[src/rtl/gpio_bank_pkg.sv]
package gpio_bank_pkg;
  localparam int unsigned REG_STRIDE = 4;

  typedef enum logic [1:0] {
    REG_MODE = 2'd0,
    REG_DIR  = 2'd1,
    REG_DOUT = 2'd2,
    REG_DIN  = 2'd3
  } reg_sel_e;
endpackage

[src/rtl/gpio_sync.sv]
module gpio_sync #(
  parameter int unsigned WIDTH  = 8,
  parameter int unsigned STAGES = 2
) (
  input  logic             clk_i,
  input  logic             rst_ni,
  input  logic [WIDTH-1:0] d_i,
  output logic [WIDTH-1:0] q_o
);
  logic [WIDTH-1:0] chain_q [STAGES];

  for (genvar s = 0; s < STAGES; s++) begin : g_stage
    always_ff @(posedge clk_i or negedge rst_ni) begin
      if (!rst_ni) chain_q[s] <= '0;
      else if (s == 0) chain_q[s] <= d_i;
      else chain_q[s] <= chain_q[(s == 0) ? 0 : s-1];
    end
  end

  assign q_o = chain_q[STAGES-1];
endmodule

[src/rtl/gpio_addr_dec.sv]
module gpio_addr_dec
  import gpio_bank_pkg::*;
#(
  parameter int unsigned NUM_PORTS = 5,
  parameter int unsigned ADDR_W    = 8,
  localparam int unsigned PIDX_W   = (NUM_PORTS > 1) ? $clog2(NUM_PORTS) : 1
) (
  input  logic [ADDR_W-1:0] addr_i,
  output logic              hit_o,
  output logic [PIDX_W-1:0] port_o,
  output reg_sel_e          sel_o
);
  logic [ADDR_W-3:0] upper;

  assign upper  = addr_i[ADDR_W-1:2];
  assign hit_o  = (32'(upper) < NUM_PORTS);
  assign port_o = PIDX_W'(upper);
  assign sel_o  = reg_sel_e'(addr_i[1:0]);
endmodule

[src/rtl/gpio_port.sv]
module gpio_port
  import gpio_bank_pkg::*;
#(
  parameter int unsigned PORT_W = 8
) (
  input  logic              clk_i,
  input  logic              rst_ni,
  input  logic              wr_en_i,
  input  reg_sel_e          sel_i,
  input  logic [PORT_W-1:0] wdata_i,
  input  logic [PORT_W-1:0] pld_out_i,
  input  logic [PORT_W-1:0] pld_oe_i,
  output logic [PORT_W-1:0] pad_o,
  output logic [PORT_W-1:0] pad_oe_o,
  output logic [PORT_W-1:0] mode_o,
  output logic [PORT_W-1:0] dir_o,
  output logic [PORT_W-1:0] dout_o
);
  logic [PORT_W-1:0] mode_q, dir_q, dout_q;

  always_ff @(posedge clk_i or negedge rst_ni) begin
    if (!rst_ni) begin
      mode_q <= '0;
      dir_q  <= '0;
      dout_q <= '0;
    end else if (wr_en_i) begin
      unique case (sel_i)
        REG_MODE: mode_q <= wdata_i;
        REG_DIR:  dir_q  <= wdata_i;
        REG_DOUT: dout_q <= wdata_i;
        default:  ;  // input level is read-only
      endcase
    end
  end

  for (genvar b = 0; b < PORT_W; b++) begin : g_pin
    always_comb begin
      if (mode_q[b]) begin
        pad_o[b]    = dout_q[b];
        pad_oe_o[b] = dir_q[b];
      end else begin
        pad_o[b]    = pld_out_i[b];
        pad_oe_o[b] = pld_oe_i[b];
      end
    end
  end

  assign mode_o = mode_q;
  assign dir_o  = dir_q;
  assign dout_o = dout_q;
endmodule

[src/rtl/gpio_bank.sv]
module gpio_bank
  import gpio_bank_pkg::*;
#(
  parameter int unsigned NUM_PORTS   = 5,
  parameter int unsigned PORT_W      = 8,
  parameter int unsigned ADDR_W      = 8,
  parameter int unsigned SYNC_STAGES = 2,
  localparam int unsigned PINS       = NUM_PORTS * PORT_W,
  localparam int unsigned PIDX_W     = (NUM_PORTS > 1) ? $clog2(NUM_PORTS) : 1
) (
  input  logic              clk_i,
  input  logic              rst_ni,
  input  logic              cs_i,
  input  logic [ADDR_W-1:0] addr_i,
  input  logic              wr_i,
  input  logic              rd_i,
  input  logic [PORT_W-1:0] wdata_i,
  output logic [PORT_W-1:0] rdata_o,
  input  logic [PINS-1:0]   pld_out_i,
  input  logic [PINS-1:0]   pld_oe_i,
  output logic [PINS-1:0]   pld_in_o,
  input  logic [PINS-1:0]   pad_i,
  output logic [PINS-1:0]   pad_o,
  output logic [PINS-1:0]   pad_oe_o
);
  logic              hit;
  logic [PIDX_W-1:0] port_idx;
  reg_sel_e          sel;
  logic [PINS-1:0]   pad_sync;
  logic [PINS-1:0]   mode_all, dir_all, dout_all;
  logic [PORT_W-1:0] rd_mux;

  gpio_addr_dec #(
    .NUM_PORTS(NUM_PORTS),
    .ADDR_W   (ADDR_W)
  ) u_dec (
    .addr_i(addr_i),
    .hit_o (hit),
    .port_o(port_idx),
    .sel_o (sel)
  );

  gpio_sync #(
    .WIDTH (PINS),
    .STAGES(SYNC_STAGES)
  ) u_sync (
    .clk_i (clk_i),
    .rst_ni(rst_ni),
    .d_i   (pad_i),
    .q_o   (pad_sync)
  );

  for (genvar p = 0; p < NUM_PORTS; p++) begin : g_port
    logic wr_en;
    assign wr_en = cs_i && wr_i && hit && (32'(port_idx) == p);

    gpio_port #(.PORT_W(PORT_W)) u_port (
      .clk_i    (clk_i),
      .rst_ni   (rst_ni),
      .wr_en_i  (wr_en),
      .sel_i    (sel),
      .wdata_i  (wdata_i),
      .pld_out_i(pld_out_i[p*PORT_W +: PORT_W]),
      .pld_oe_i (pld_oe_i[p*PORT_W +: PORT_W]),
      .pad_o    (pad_o[p*PORT_W +: PORT_W]),
      .pad_oe_o (pad_oe_o[p*PORT_W +: PORT_W]),
      .mode_o   (mode_all[p*PORT_W +: PORT_W]),
      .dir_o    (dir_all[p*PORT_W +: PORT_W]),
      .dout_o   (dout_all[p*PORT_W +: PORT_W])
    );
  end

  always_comb begin
    rd_mux = '0;
    for (int p = 0; p < NUM_PORTS; p++) begin
      if (hit && (32'(port_idx) == p)) begin
        unique case (sel)
          REG_MODE: rd_mux = mode_all[p*PORT_W +: PORT_W];
          REG_DIR:  rd_mux = dir_all[p*PORT_W +: PORT_W];
          REG_DOUT: rd_mux = dout_all[p*PORT_W +: PORT_W];
          REG_DIN:  rd_mux = pad_sync[p*PORT_W +: PORT_W];
          default:  rd_mux = '0;
        endcase
      end
    end
  end

  always_ff @(posedge clk_i or negedge rst_ni) begin
    if (!rst_ni)          rdata_o <= '0;
    else if (cs_i && rd_i) rdata_o <= rd_mux;
    else                  rdata_o <= '0;
  end

  assign pld_in_o = pad_sync;
endmodule

[config.mk]
export PLATFORM = sky130hd
export DESIGN_NAME = gpio_bank
export DESIGN_NICKNAME = d
export VERILOG_FILES = /design/src/rtl/gpio_bank_pkg.sv /design/src/rtl/gpio_sync.sv /design/src/rtl/gpio_addr_dec.sv /design/src/rtl/gpio_port.sv /design/src/rtl/gpio_bank.sv
export SDC_FILE = /design/constraint.sdc
export NUM_CORES = 1
export LEC_CHECK = 0
export BUFFER_PORTS_ARGS = -buffer_cell sky130_fd_sc_hd__buf_2
export CAP_MARGIN = 10
export CORE_MARGIN = 1
export CORE_UTILIZATION = 47
export CTS_BUF_LIST = sky130_fd_sc_hd__clkbuf_16
export DETAILED_ROUTE_END_ITERATION = 8
export MAX_ROUTING_LAYER = met4
export PLACE_DENSITY = 0.87
export REMOVE_ABC_BUFFERS = 1
export SYNTH_ARGS = -nofsm -noshare
export SYNTH_HDL_FRONTEND = slang
export SYNTH_SLANG_ARGS = --single-unit
[constraint.sdc]
create_clock -name clk_i -period 1.6 [get_ports clk_i]
set_clock_uncertainty 0.15 [all_clocks]
set_input_delay 0.32 -clock clk_i [delete_from_list [all_inputs] [get_ports clk_i]]
set_output_delay 0.32 -clock clk_i [all_outputs]
set_load 0.02 [all_outputs]
==> reports/results.ini, run 1 <==
[sta]
tightest_slew_ns=0.4708
setup_viol_count_final=132
period_share_pct=123.3
grt_setup_unrepaired=yes
max_freq_mhz=507.1
period_needed_ns=1.972
worst_slack_ns=-0.3721
hold_violations=0
slew_headroom_pct=68.61
slew_violations=0

[grt]
overflow=0
antenna_found_initial=1
grt_max_degree=47
grt_pass1_wl_um=45450
grt_pass1_vias=8054
grt_usage_pct=31.33

[die]
io_pins=269
start_util_pct=47.86
die-area_sq_um=20380
rows=51
die_x_um=142.8
fp.coreArea_sq_um=19460
die_y_um=142.8

[logic_synthesis]
ys_ff_latch=208
ys_seq_area_share_pct=55.88
synth_cells=603
synth_compound_area_share_pct=2.324
ys_warn_count=0
synth.most_common_cell=dfrtp_1
yosys.area_share.simple_pct=3.197
yosysTopAreaCell=dfrtp_1
syn-cell-area_sq_um=9314
synth_edf_count=0
syn_area_per_cell_sq_um=15.45
muxShareOfSynthArea_pct=33.89
synth_fa_ha_area_share_pct=0
synth_top_family_by_area=multiplexers
synth_top_area_share_pct=55.88
synth-xor-area-share_pct=0
synth_common_cells=dfrtp_1 (208), mux2_2 (197), buf_4 (40)
synth-main-ff-cell=dfrtp_1
synthTopCellsByArea=dfrtp_1 (56%), mux2_2 (24%), mux4_2 (8.0%), buf_4 (3.2%), mux2i_1 (1.6%)
synthArstFlopShare_pct=100.0
synth.distinct_cells=37

[placed_design]
pre_cts_ws_ns=-0.7036
dp.cells=1218
place_congestion=0.8239
dp_hpwl_um=19360
portBuffers=268

[setup_path]
end_kind=output port
r2r_cells=5
crit_start=g_port[0].u_port.mode_o[2]
cpPeakStageDelay_ns=0.41
worst-setup-path-type=flip-flop to output port
required_ns=1.13
crit_fanout=3
arrival_ns=1.50
startpoint_type=flip-flop
path_cells=buf_6, mux2_4, buf_6
r2r-start=g_port[2].u_port.mode_o[1]
cp_slowest_cell=dfrtp_1
r2r-end=rdata_o[1]
cp_common_cell=buf_6
r2r_slack_ns=-0.22

[final_layout]
regArea_sq_um=5210
syn_to_final_growth_pct=56.11
layout-drive-gt1-share_pct=69.45
stdcell_count=1330
nFillCells=1096
fin_nets=1191
multiInputGateArea_sq_um=4235

[hold_path]
min_to=rdata_o[1]
hp-class=input pin to flip-flop
worstHoldStart=rd_i
whs_path_depth=4

[cts]
cts_tree=yes
insertion_delay_ns=0.51
cts-buffers-inserted=23
root_buffer=clkbuf_16
htree_levels=1
clock_sinks=208
clk_pin_slew_worst_paths_ns=0.06
clockBufferDepth=3

[route]
drt-initial-drc-count=363
drc=0
vias_per_cell=5.441
drtPass1Iterations=6
vias=7236
routed_wl_um=31250
wire_per_inst_um=23.50
antenna_left=0

[status]
status=finished, violations left
failed_checks=setup timing

[power_and_ir_drop]
leakagePower_uw=0.007263
ir_worst_vdd_mv=0.6803
powerDensity_nw_per_um2=866.2

[flow_run]
cap_viol_max_count=0

critical path, delay by kind of cell (launching register included):
family	cells	cell delay, ns
buffers and inverters	2	0.28
muxes	1	0.30
DFF	1	0.41
what timing repair did:
action / 4_1_cts / 5_1_grt
hold buffers: 41 / 0
cloned: 0 / 0
pin swaps: 14 / 14
gates resized for setup: 289 / 75
buffers inserted: 27 / 11
hold endpoints to repair: 248 / 0
endpoints found under the setup margin: 184 / 181
registers in the layout, indices dropped and copies added (netlist names):
name	flops
g_port.u_port.dir_o	40
g_port.u_port.mode_o	40
u_sync.q_o	40
g_port.u_port.dout_o	40
u_sync.chain_q	40
rdata_o	8
metrics by stage:
| step | TNS, ns | power, uW | util (%) | hold slack (ns) | instance area (sq um) |
|---|---|---|---|---|---|
| final | -25.39 | 12590 | 74.71 | 0.07881 | 14540 |
| after global routing | -29.62 | 13000 | 74.71 | 0.05745 | 14540 |
| after CTS | -24.95 | 12520 | 72.95 | 0.03409 | 14200 |
| after detailed placement | -71.32 | 7049 | 60.93 | 0.1065 | 11860 |
| after global placement | -71.18 | 7015 | 60.93 | 0.1052 | 11860 |
| after floorplan | -42.59 | 6201 | - | -0.1256 | 8906 |
worst max-delay path by stage:
stage                     slack [ns]  cells past startpoint                          to
final                          -0.37                      3                 pad_oe_o[2]
after global routing           -0.39                      3                 pad_oe_o[2]
after CTS                      -0.37                      3                    pad_o[2]
after detailed placement       -0.70                      7  g_port[0].u_port.mode_o[2]
after global placement         -0.66                      9  g_port[2].u_port.mode_o[5]
after floorplan                -0.46                      4   g_port[1].u_port.dir_o[0]
per-layer routing:
layer | share of wire [%] | up-vias | global-route usage [%]
met5 | 0 | - | -
met4 | 3.9 | 0 | 12.68
met3 | 5.5 | 79 | 4.997
met2 | 52 | 344 | 53.35
met1 | 39 | 3729 | 37.20
li1 | - | 3084 | -
layout make-up:
cell class,instances,share of cell area (%)
Clock buffer,23,3.958
Antenna cell,1,0.01721
Tap cell,265,2.280
Inverter,8,0.2065
Clock inverter,16,1.024
Timing Repair Buffer,487,27.55
Sequential cell,208,35.83
Multi-Input combinational cell,322,29.13
logic make-up (layout without fill, tap and decap cells):
kind of cell,Yosys count,in the layout
multiplexers,249,249
other,0,1
AO/OA/AOI/OAI,32,32
buffers and inverters,73,534
flip-flops,208,208
AND/OR/NAND/NOR,41,41
power by group:
part,internal (uW),switching (uW)
combinational,994,893
clock,3080,2090
sequential,5430,112
cell usage in the layout, fill, tap and decap left out, types with 5 or more instances in the layout:
master / instances
mux2i_1: 15
clkbuf_16: 23
a22oi_1: 7
o22ai_2: 9
buf_4: 113
mux2_2: 93
nand2_1: 5
mux2_4: 107
buf_2: 179
buf_12: 13
inv_1: 13
o211ai_1: 7
dfrtp_1: 204
buf_6: 140
dlygate4sd3_1: 41
clkinv_1: 5
mux4_2: 33
No activity file was read; power rests on OpenSTA's default activity.
==> run 2: changes to the inputs <==
--- a/config.mk
+++ b/config.mk
@@ -8,11 +8,12 @@
 export BUFFER_PORTS_ARGS = -buffer_cell sky130_fd_sc_hd__buf_2
 export CAP_MARGIN = 10
 export CORE_MARGIN = 1
-export CORE_UTILIZATION = 47
+export CORE_UTILIZATION = 35
 export CTS_BUF_LIST = sky130_fd_sc_hd__clkbuf_16
 export DETAILED_ROUTE_END_ITERATION = 8
 export MAX_ROUTING_LAYER = met4
-export PLACE_DENSITY = 0.87
+export PLACE_DENSITY = 0.71
+export RECOVER_POWER = 25
 export REMOVE_ABC_BUFFERS = 1
 export SYNTH_ARGS = -nofsm -noshare
 export SYNTH_HDL_FRONTEND = slang
==> run 2 against run 1 <==
Net effect:
- the run still ends with setup timing left
- clock power rose by 5.6%
- power rose by 2.0%
- hold slack got worse by 0.046 ns
- die area rose by 34%
- via count fell by 4.2%
- highest routed layer unchanged
- critical path depth did not move
- final cell count rose by 5.4%
- wire length fell by 4.7%
- maximum frequency rose by 0.10%
- combinational power barely moved
- count of clock-buffer cells in the layout rose by 2
- largest cell class unchanged
- utilization fell by 18 points
==> reports/results.ini, run 2 (synthesized netlist as in run 1, its figures left out) <==
[final_layout]
final_common_cell=dfrtp_1
regArea_sq_um=5218  ; +0.14%
layout-drive-gt1-share_pct=68.83  ; -0.63 points
fin_nets=1188  ; -0.25%
design_area_sq_um=14710  ; +1.2%
final_cell_mix=dfrtp_1 (198), buf_2 (170), buf_6 (142)
nFillCells=2027  ; +85%
syn_to_final_growth_pct=57.91
multiInputGateArea_sq_um=4264  ; +0.68%

[setup_path]
crit_fanout=3  ; unchanged
crit_start=g_port[2].u_port.mode_o[1]
arrival_ns=1.50  ; about the same
end_kind=output port
r2r-end=rdata_o[1]
r2r_cells=5  ; unchanged
required_ns=1.13  ; about the same
worst-setup-path-type=flip-flop to output port
startpoint_type=flip-flop
cpLargestDelayFamily=flip-flops
path_cells=buf_6, mux2_4, buf_6
r2r_slack_ns=-0.18  ; +0.04 ns
cp_slowest_cell=dfrtp_1
cp_common_cell=buf_6
cpPeakStageDelay_ns=0.41  ; about the same
cp_num_buf_inv=2  ; unchanged
r2r-start=g_port[2].u_port.mode_o[1]

[power_and_ir_drop]
pwr-share-clk_pct=42.4  ; +1.4 points
leakagePower_uw=0.007277  ; +0.20%
combinationalPowerShare_pct=14.5  ; -0.5 points
swShare_pct=24.30  ; -0.25 points
power.switching_uw=3121  ; +0.96%
ir_worst_vdd_mv=0.7399  ; +8.8%
total_power_uw=12850  ; +2.0%
internal-power_uw=9724  ; +2.3%
powerDensity_nw_per_um2=873.4  ; +0.83%
pwr-share-seq_pct=43.1  ; -0.9 points

[placed_design]
portBuffers=268  ; unchanged
pre_cts_ws_ns=-0.6901  ; +0.01350 ns
place_congestion=0.8268  ; +0.35%
dp_hpwl_um=20120  ; +3.9%
post_dp_cell_area_sq_um=12000  ; +1.2%

[flow_run]
cap_viol_max_count=0  ; unchanged

[grt]
antenna_found_initial=2  ; +1
grt_pass1_wl_um=43440  ; -4.4%
grt_usage_pct=22.05  ; -9.3 points
grt_max_degree=44  ; -6.4%
grt_pass1_vias=7448  ; -7.5%
overflow=0  ; unchanged

[status]
status=finished, violations left
failed_checks=setup timing

[route]
vias=6933  ; -4.2%
wire_per_inst_um=21.24  ; -9.6%
drc=0  ; unchanged
antenna_left=0  ; unchanged
routed_wl_um=29780  ; -4.7%
drtPass1Iterations=4  ; -2
drt-initial-drc-count=295  ; -19%
vias_per_cell=4.945  ; -9.1%

[cts]
htree_levels=1  ; unchanged
insertion_delay_ns=0.51  ; about the same
clk_pin_slew_worst_paths_ns=0.06  ; about the same
cts_tree=yes
clock_sinks=208  ; unchanged
clockBufferDepth=3  ; unchanged
cts-buffers-inserted=24  ; +4.3%
root_buffer=clkbuf_16

[hold_path]
hp-class=input pin to flip-flop
whs_path_depth=4  ; unchanged
min_to=rdata_o[1]
worstHoldStart=cs_i

[die]
die-area_sq_um=27270  ; +34%
fp.coreArea_sq_um=26060  ; +34%
io_pins=269  ; unchanged
die_x_um=165.1  ; +16%
rows=59  ; +16%
start_util_pct=35.74  ; -12 points
die_y_um=165.1  ; +16%

[sta]
slew_headroom_pct=48.60  ; -20 points
tns_ns=-26.49  ; -1.097 ns
hold_violations=0  ; unchanged
period_needed_ns=1.970  ; -0.001973 ns
setup_viol_count_final=146  ; +11%
tightest_slew_ns=0.7711  ; +0.3003 ns
worst_slack_ns=-0.3702  ; +0.001973 ns
max_freq_mhz=507.6  ; +0.10%
period_share_pct=123.1  ; -0.12 points
grt_setup_unrepaired=yes
slew_violations=0  ; unchanged

==> run 2: power groups by stage <==
| stage | Clock, uW | Combinational, uW | Sequential [uW] |
|---|---|---|---|
| 5_1_grt | 5770 | 1980 | 5550 |
| 3_3_place_gp | 0 | 1420 | 5610 |
| 2_1_floorplan | 0 | 536 | 5660 |
| 4_1_cts | 5560 | 1790 | 5540 |
| 3_5_place_dp | 0 | 1440 | 5620 |
| 6_report | 5450 | 1860 | 5540 |
==> run 2: metal layers <==
metal	track usage [%]	share of wire, %
met4	6.631	2.9
met5	-	0
met1	28.16	43
met2	36.67	50
met3	2.772	4.0
==> run 2: per-stage QoR <==
stage | util (%) | hold slack, ns | std cells
2_1_floorplan | - | -0.1256 | 538
3_3_place_gp | 46.04 | 0.1093 | 1295
3_5_place_dp | 46.04 | 0.1123 | 1295
4_1_cts | 54.93 | 0.004472 | 1391
5_1_grt | 56.44 | 0.04470 | 1402
6_report | 56.44 | 0.03253 | 1402
==> run 2: worst register-to-register path, cell delays in order, from the launching register on <==
cell and delay [ns]:
dfrtp_1 0.41, buf_4 0.15, mux4_2 0.47, mux2_4 0.28, a31oi_1 0.13, a21oi_1 0.08
==> run 2: how the worst max path moves through the flow <==
stage                                       to  slack (ns)  cells past startpoint
floorplan            g_port[1].u_port.dir_o[0]       -0.46                      4
global placement    g_port[1].u_port.mode_o[3]       -0.66                      8
detailed placement  g_port[1].u_port.mode_o[4]       -0.69                      8
CTS                                  pad_o[14]       -0.37                      3
global route                          pad_o[3]       -0.40                      3
finish                            pad_oe_o[17]       -0.37                      3
==> run 2: final cells by class <==
cell class,instances,area share (%)
diodes,2,0.03403
clock buffers,25,4.253
clock inverters,19,1.063
inverters,8,0.2042
multi-input cells,322,28.99
flip-flops and latches,208,35.47
well taps,335,2.850
repair buffers,483,27.13
==> run 2: timing repair <==
item / 4_1_cts / 5_1_grt
endpoints found under the setup margin: 192 / 170
hold buffers: 42 / 0
buffers inserted: 18 / 9
resized for setup: 302 / 85
pin swaps: 17 / 13
endpoints found under the hold margin: 249 / 0
==> run 3: changes to the inputs <==
--- a/config.mk
+++ b/config.mk
@@ -5,7 +5,7 @@
 export SDC_FILE = /design/constraint.sdc
 export NUM_CORES = 1
 export LEC_CHECK = 0
-export BUFFER_PORTS_ARGS = -buffer_cell sky130_fd_sc_hd__buf_2
+export BUFFER_PORTS_ARGS = -buffer_cell sky130_fd_sc_hd__buf_4
 export CAP_MARGIN = 10
 export CORE_MARGIN = 1
 export CORE_UTILIZATION = 35
==> run 3 against run 2 <==
Net effect:
- the run still ends with setup timing left
- cell area up 2.2%
- worst setup slack improved by 0.00059 ns
- non-clock buffer count up 4
- register-to-register slack hardly changed
- global-route usage decreased by 0.053 points
- wire length shrank 2.7%
- count of clock-buffer cells in the layout shrank 2
- utilization rose by 1.3 points
- clock power down 8.3%
- power shrank 2.6%
- first-iteration DRC count fell by 7.8%
- critical path depth unchanged
- largest cell class unchanged
==> reports/results.ini, run 3 (synthesized netlist as in run 1, its figures left out) <==
[cts]
insertion_delay_ns=0.51  ; about the same
clk_pin_slew_worst_paths_ns=0.06  ; about the same
htree_levels=1  ; unchanged
root_buffer=clkbuf_16
clockBufferDepth=3  ; unchanged
clock_sinks=208  ; unchanged
cts_tree=yes
cts-buffers-inserted=23  ; -4.2%

[final_layout]
stdcell_count=1398  ; -0.29%
nFillCells=2022  ; -0.25%
fin_util_pct=57.71  ; +1.3 points
final_common_cell=buf_4
syn_to_final_growth_pct=61.46
fin_nets=1191  ; +0.25%
final_cell_mix=buf_4 (246), dfrtp_1 (198), buf_6 (147)
layout-drive-gt1-share_pct=69.77  ; +0.95 points

[route]
drc=0  ; unchanged
wire_per_inst_um=20.72  ; -2.5%
drt-initial-drc-count=272  ; -7.8%
vias=6840  ; -1.3%
antenna_left=0  ; unchanged
drtPass1Iterations=4  ; unchanged
routed_wl_um=28960  ; -2.7%
vias_per_cell=4.893  ; -1.1%

[setup_path]
r2r_cells=5  ; unchanged
r2r-end=rdata_o[1]
worst-setup-path-type=flip-flop to output port
end_kind=output port
cp_num_buf_inv=2  ; unchanged
r2r-start=g_port[3].u_port.dir_o[1]
cpPeakStageDelay_ns=0.41  ; about the same
cpLargestDelayFamily=flip-flops
r2r_slack_ns=-0.17  ; about the same
arrival_ns=1.50  ; about the same
crit_fanout=2  ; -1
required_ns=1.13  ; about the same
cp_common_cell=buf_6
cp_slowest_cell=dfrtp_1
startpoint_type=flip-flop
path_cells=buf_6, mux2_4, buf_6

[sta]
period_share_pct=123.1  ; about the same
hold_slack_ns=0.02841  ; -0.004121 ns
tightest_slew_ns=0.7437  ; -0.02735 ns
grt_setup_unrepaired=yes
slew_headroom_pct=50.42  ; +1.8 points
setup_viol_count_final=131  ; -10%
tns_ns=-25.18  ; +1.313 ns
slew_violations=0  ; unchanged
hold_violations=0  ; unchanged
max_freq_mhz=507.7  ; about the same
period_needed_ns=1.970  ; -0.0005860 ns
worst_slack_ns=-0.3696  ; +0.0005860 ns

[die]
start_util_pct=35.74  ; unchanged
die_x_um=165.1  ; unchanged
die-area_sq_um=27270  ; unchanged
die_y_um=165.1  ; unchanged
rows=59  ; unchanged
io_pins=269  ; unchanged
fp.coreArea_sq_um=26060  ; unchanged

[grt]
grt_pass1_wl_um=42990  ; -1.0%
grt_use_met1_pct=28.07  ; -0.083 points
grt_usage_pct=22.00  ; -0.053 points
grt_pass1_vias=7353  ; -1.3%
grt_max_degree=46  ; +4.5%
antenna_found_initial=0  ; -2
grt_util_met3_pct=2.348  ; -0.42 points
overflow=0  ; unchanged
grt_busiest_layer=met2
use_met2_pct=37.47  ; +0.80 points

[hold_path]
hp-class=input pin to flip-flop
min_to=rdata_o[1]
whs_path_depth=4  ; unchanged
worstHoldStart=rd_i

[placed_design]
portBuffers=268  ; unchanged
dp.cells=1294  ; -0.077%
dp_hpwl_um=20460  ; +1.7%
place_congestion=0.7894  ; -4.5%

[power_and_ir_drop]
leakagePower_uw=0.007372  ; +1.3%
total_power_uw=12510  ; -2.6%
ir_worst_vdd_mv=0.6037  ; -18%
powerDensity_nw_per_um2=831.8  ; -4.8%

[flow_run]
cap_viol_max_count=0  ; unchanged

[status]
status=finished, violations left
failed_checks=setup timing

-- run 3: changes by cell type in the layout (fill, tap and decap cells not counted), moves of 5 or more --
cell / before / now
buf_2: 170 / 0
mux2_4: 125 / 108
buf_4: 112 / 246
clkinv_1: 8 / 3
buf_6: 142 / 147
mux2_2: 76 / 92
clkbuf_4: 1 / 41
-- run 3: timing repair --
| action | in CTS | in global routing |
|---|---|---|
| pin swaps | 13 | 12 |
| setup endpoints to repair | 199 | 189 |
| resized for setup | 252 | 35 |
| endpoints found under the hold margin | 248 | 0 |
| buffers inserted | 24 | 5 |
| hold buffers | 41 | 0 |
-- run 3: how the worst max path moves through the flow --
stage,slack (ns),to,cells after the start,from
3_5_place_dp,-0.87,g_port[1].u_port.mode_o[5],8,addr_i[7]
5_1_grt,-0.41,pad_o[14],3,g_port[1].u_port.mode_o[6]
3_3_place_gp,-0.78,g_port[1].u_port.dir_o[1],8,addr_i[7]
4_1_cts,-0.39,pad_oe_o[14],3,g_port[1].u_port.mode_o[6]
6_report,-0.37,pad_o[14],3,g_port[1].u_port.mode_o[6]
2_1_floorplan,-0.46,g_port[1].u_port.dir_o[0],4,addr_i[7]
-- run 3: final cells by class --
| type | count | area (sq um) | share of cell area [%] |
|---|---|---|---|
| Multi-Input combinational cell | 322 | 4213 | 28.01 |
| Clock buffer | 23 | 575.6 | 3.827 |
| Antenna cell | 1 | 2.502 | 0.01664 |
| Clock inverter | 14 | 120.1 | 0.7987 |
| Timing Repair Buffer | 487 | 4461 | 29.66 |
| Sequential cell | 208 | 5218 | 34.69 |
| Inverter | 8 | 30.03 | 0.1997 |
| Tap cell | 335 | 419.2 | 2.787 |
-- run 3: routing by layer --
metal | vias up | part of all wire (%)
met5 | - | 0
met4 | 0 | 2.3
li1 | 3094 | -
met2 | 208 | 51
met1 | 3496 | 43
met3 | 42 | 4.2
-- run 3: through the flow --
step	setup slack, ns	area (sq um)
3_3_place_gp	-0.7818	12640
3_5_place_dp	-0.8674	12640
6_report	-0.3696	15040
5_1_grt	-0.4109	15040
4_1_cts	-0.3934	14870
2_1_floorplan	-0.4580	8906
-- run 3: report_power, final --
part / internal, uW / total, uW / switching, uW
registers: 5430 / 5540 / 108
clock network: 2910 / 5000 / 2090
logic: 1110 / 1960 / 850
total: 9460 / 12500 / 3050
-- run 3: worst min-delay path, delay by kind of cell --
family | cells | cell delay (ns)
AO/OA/AOI/OAI | 2 | 0.13
AND/OR/NAND/NOR | 1 | 0.08
buffers and inverters | 1 | 0.11
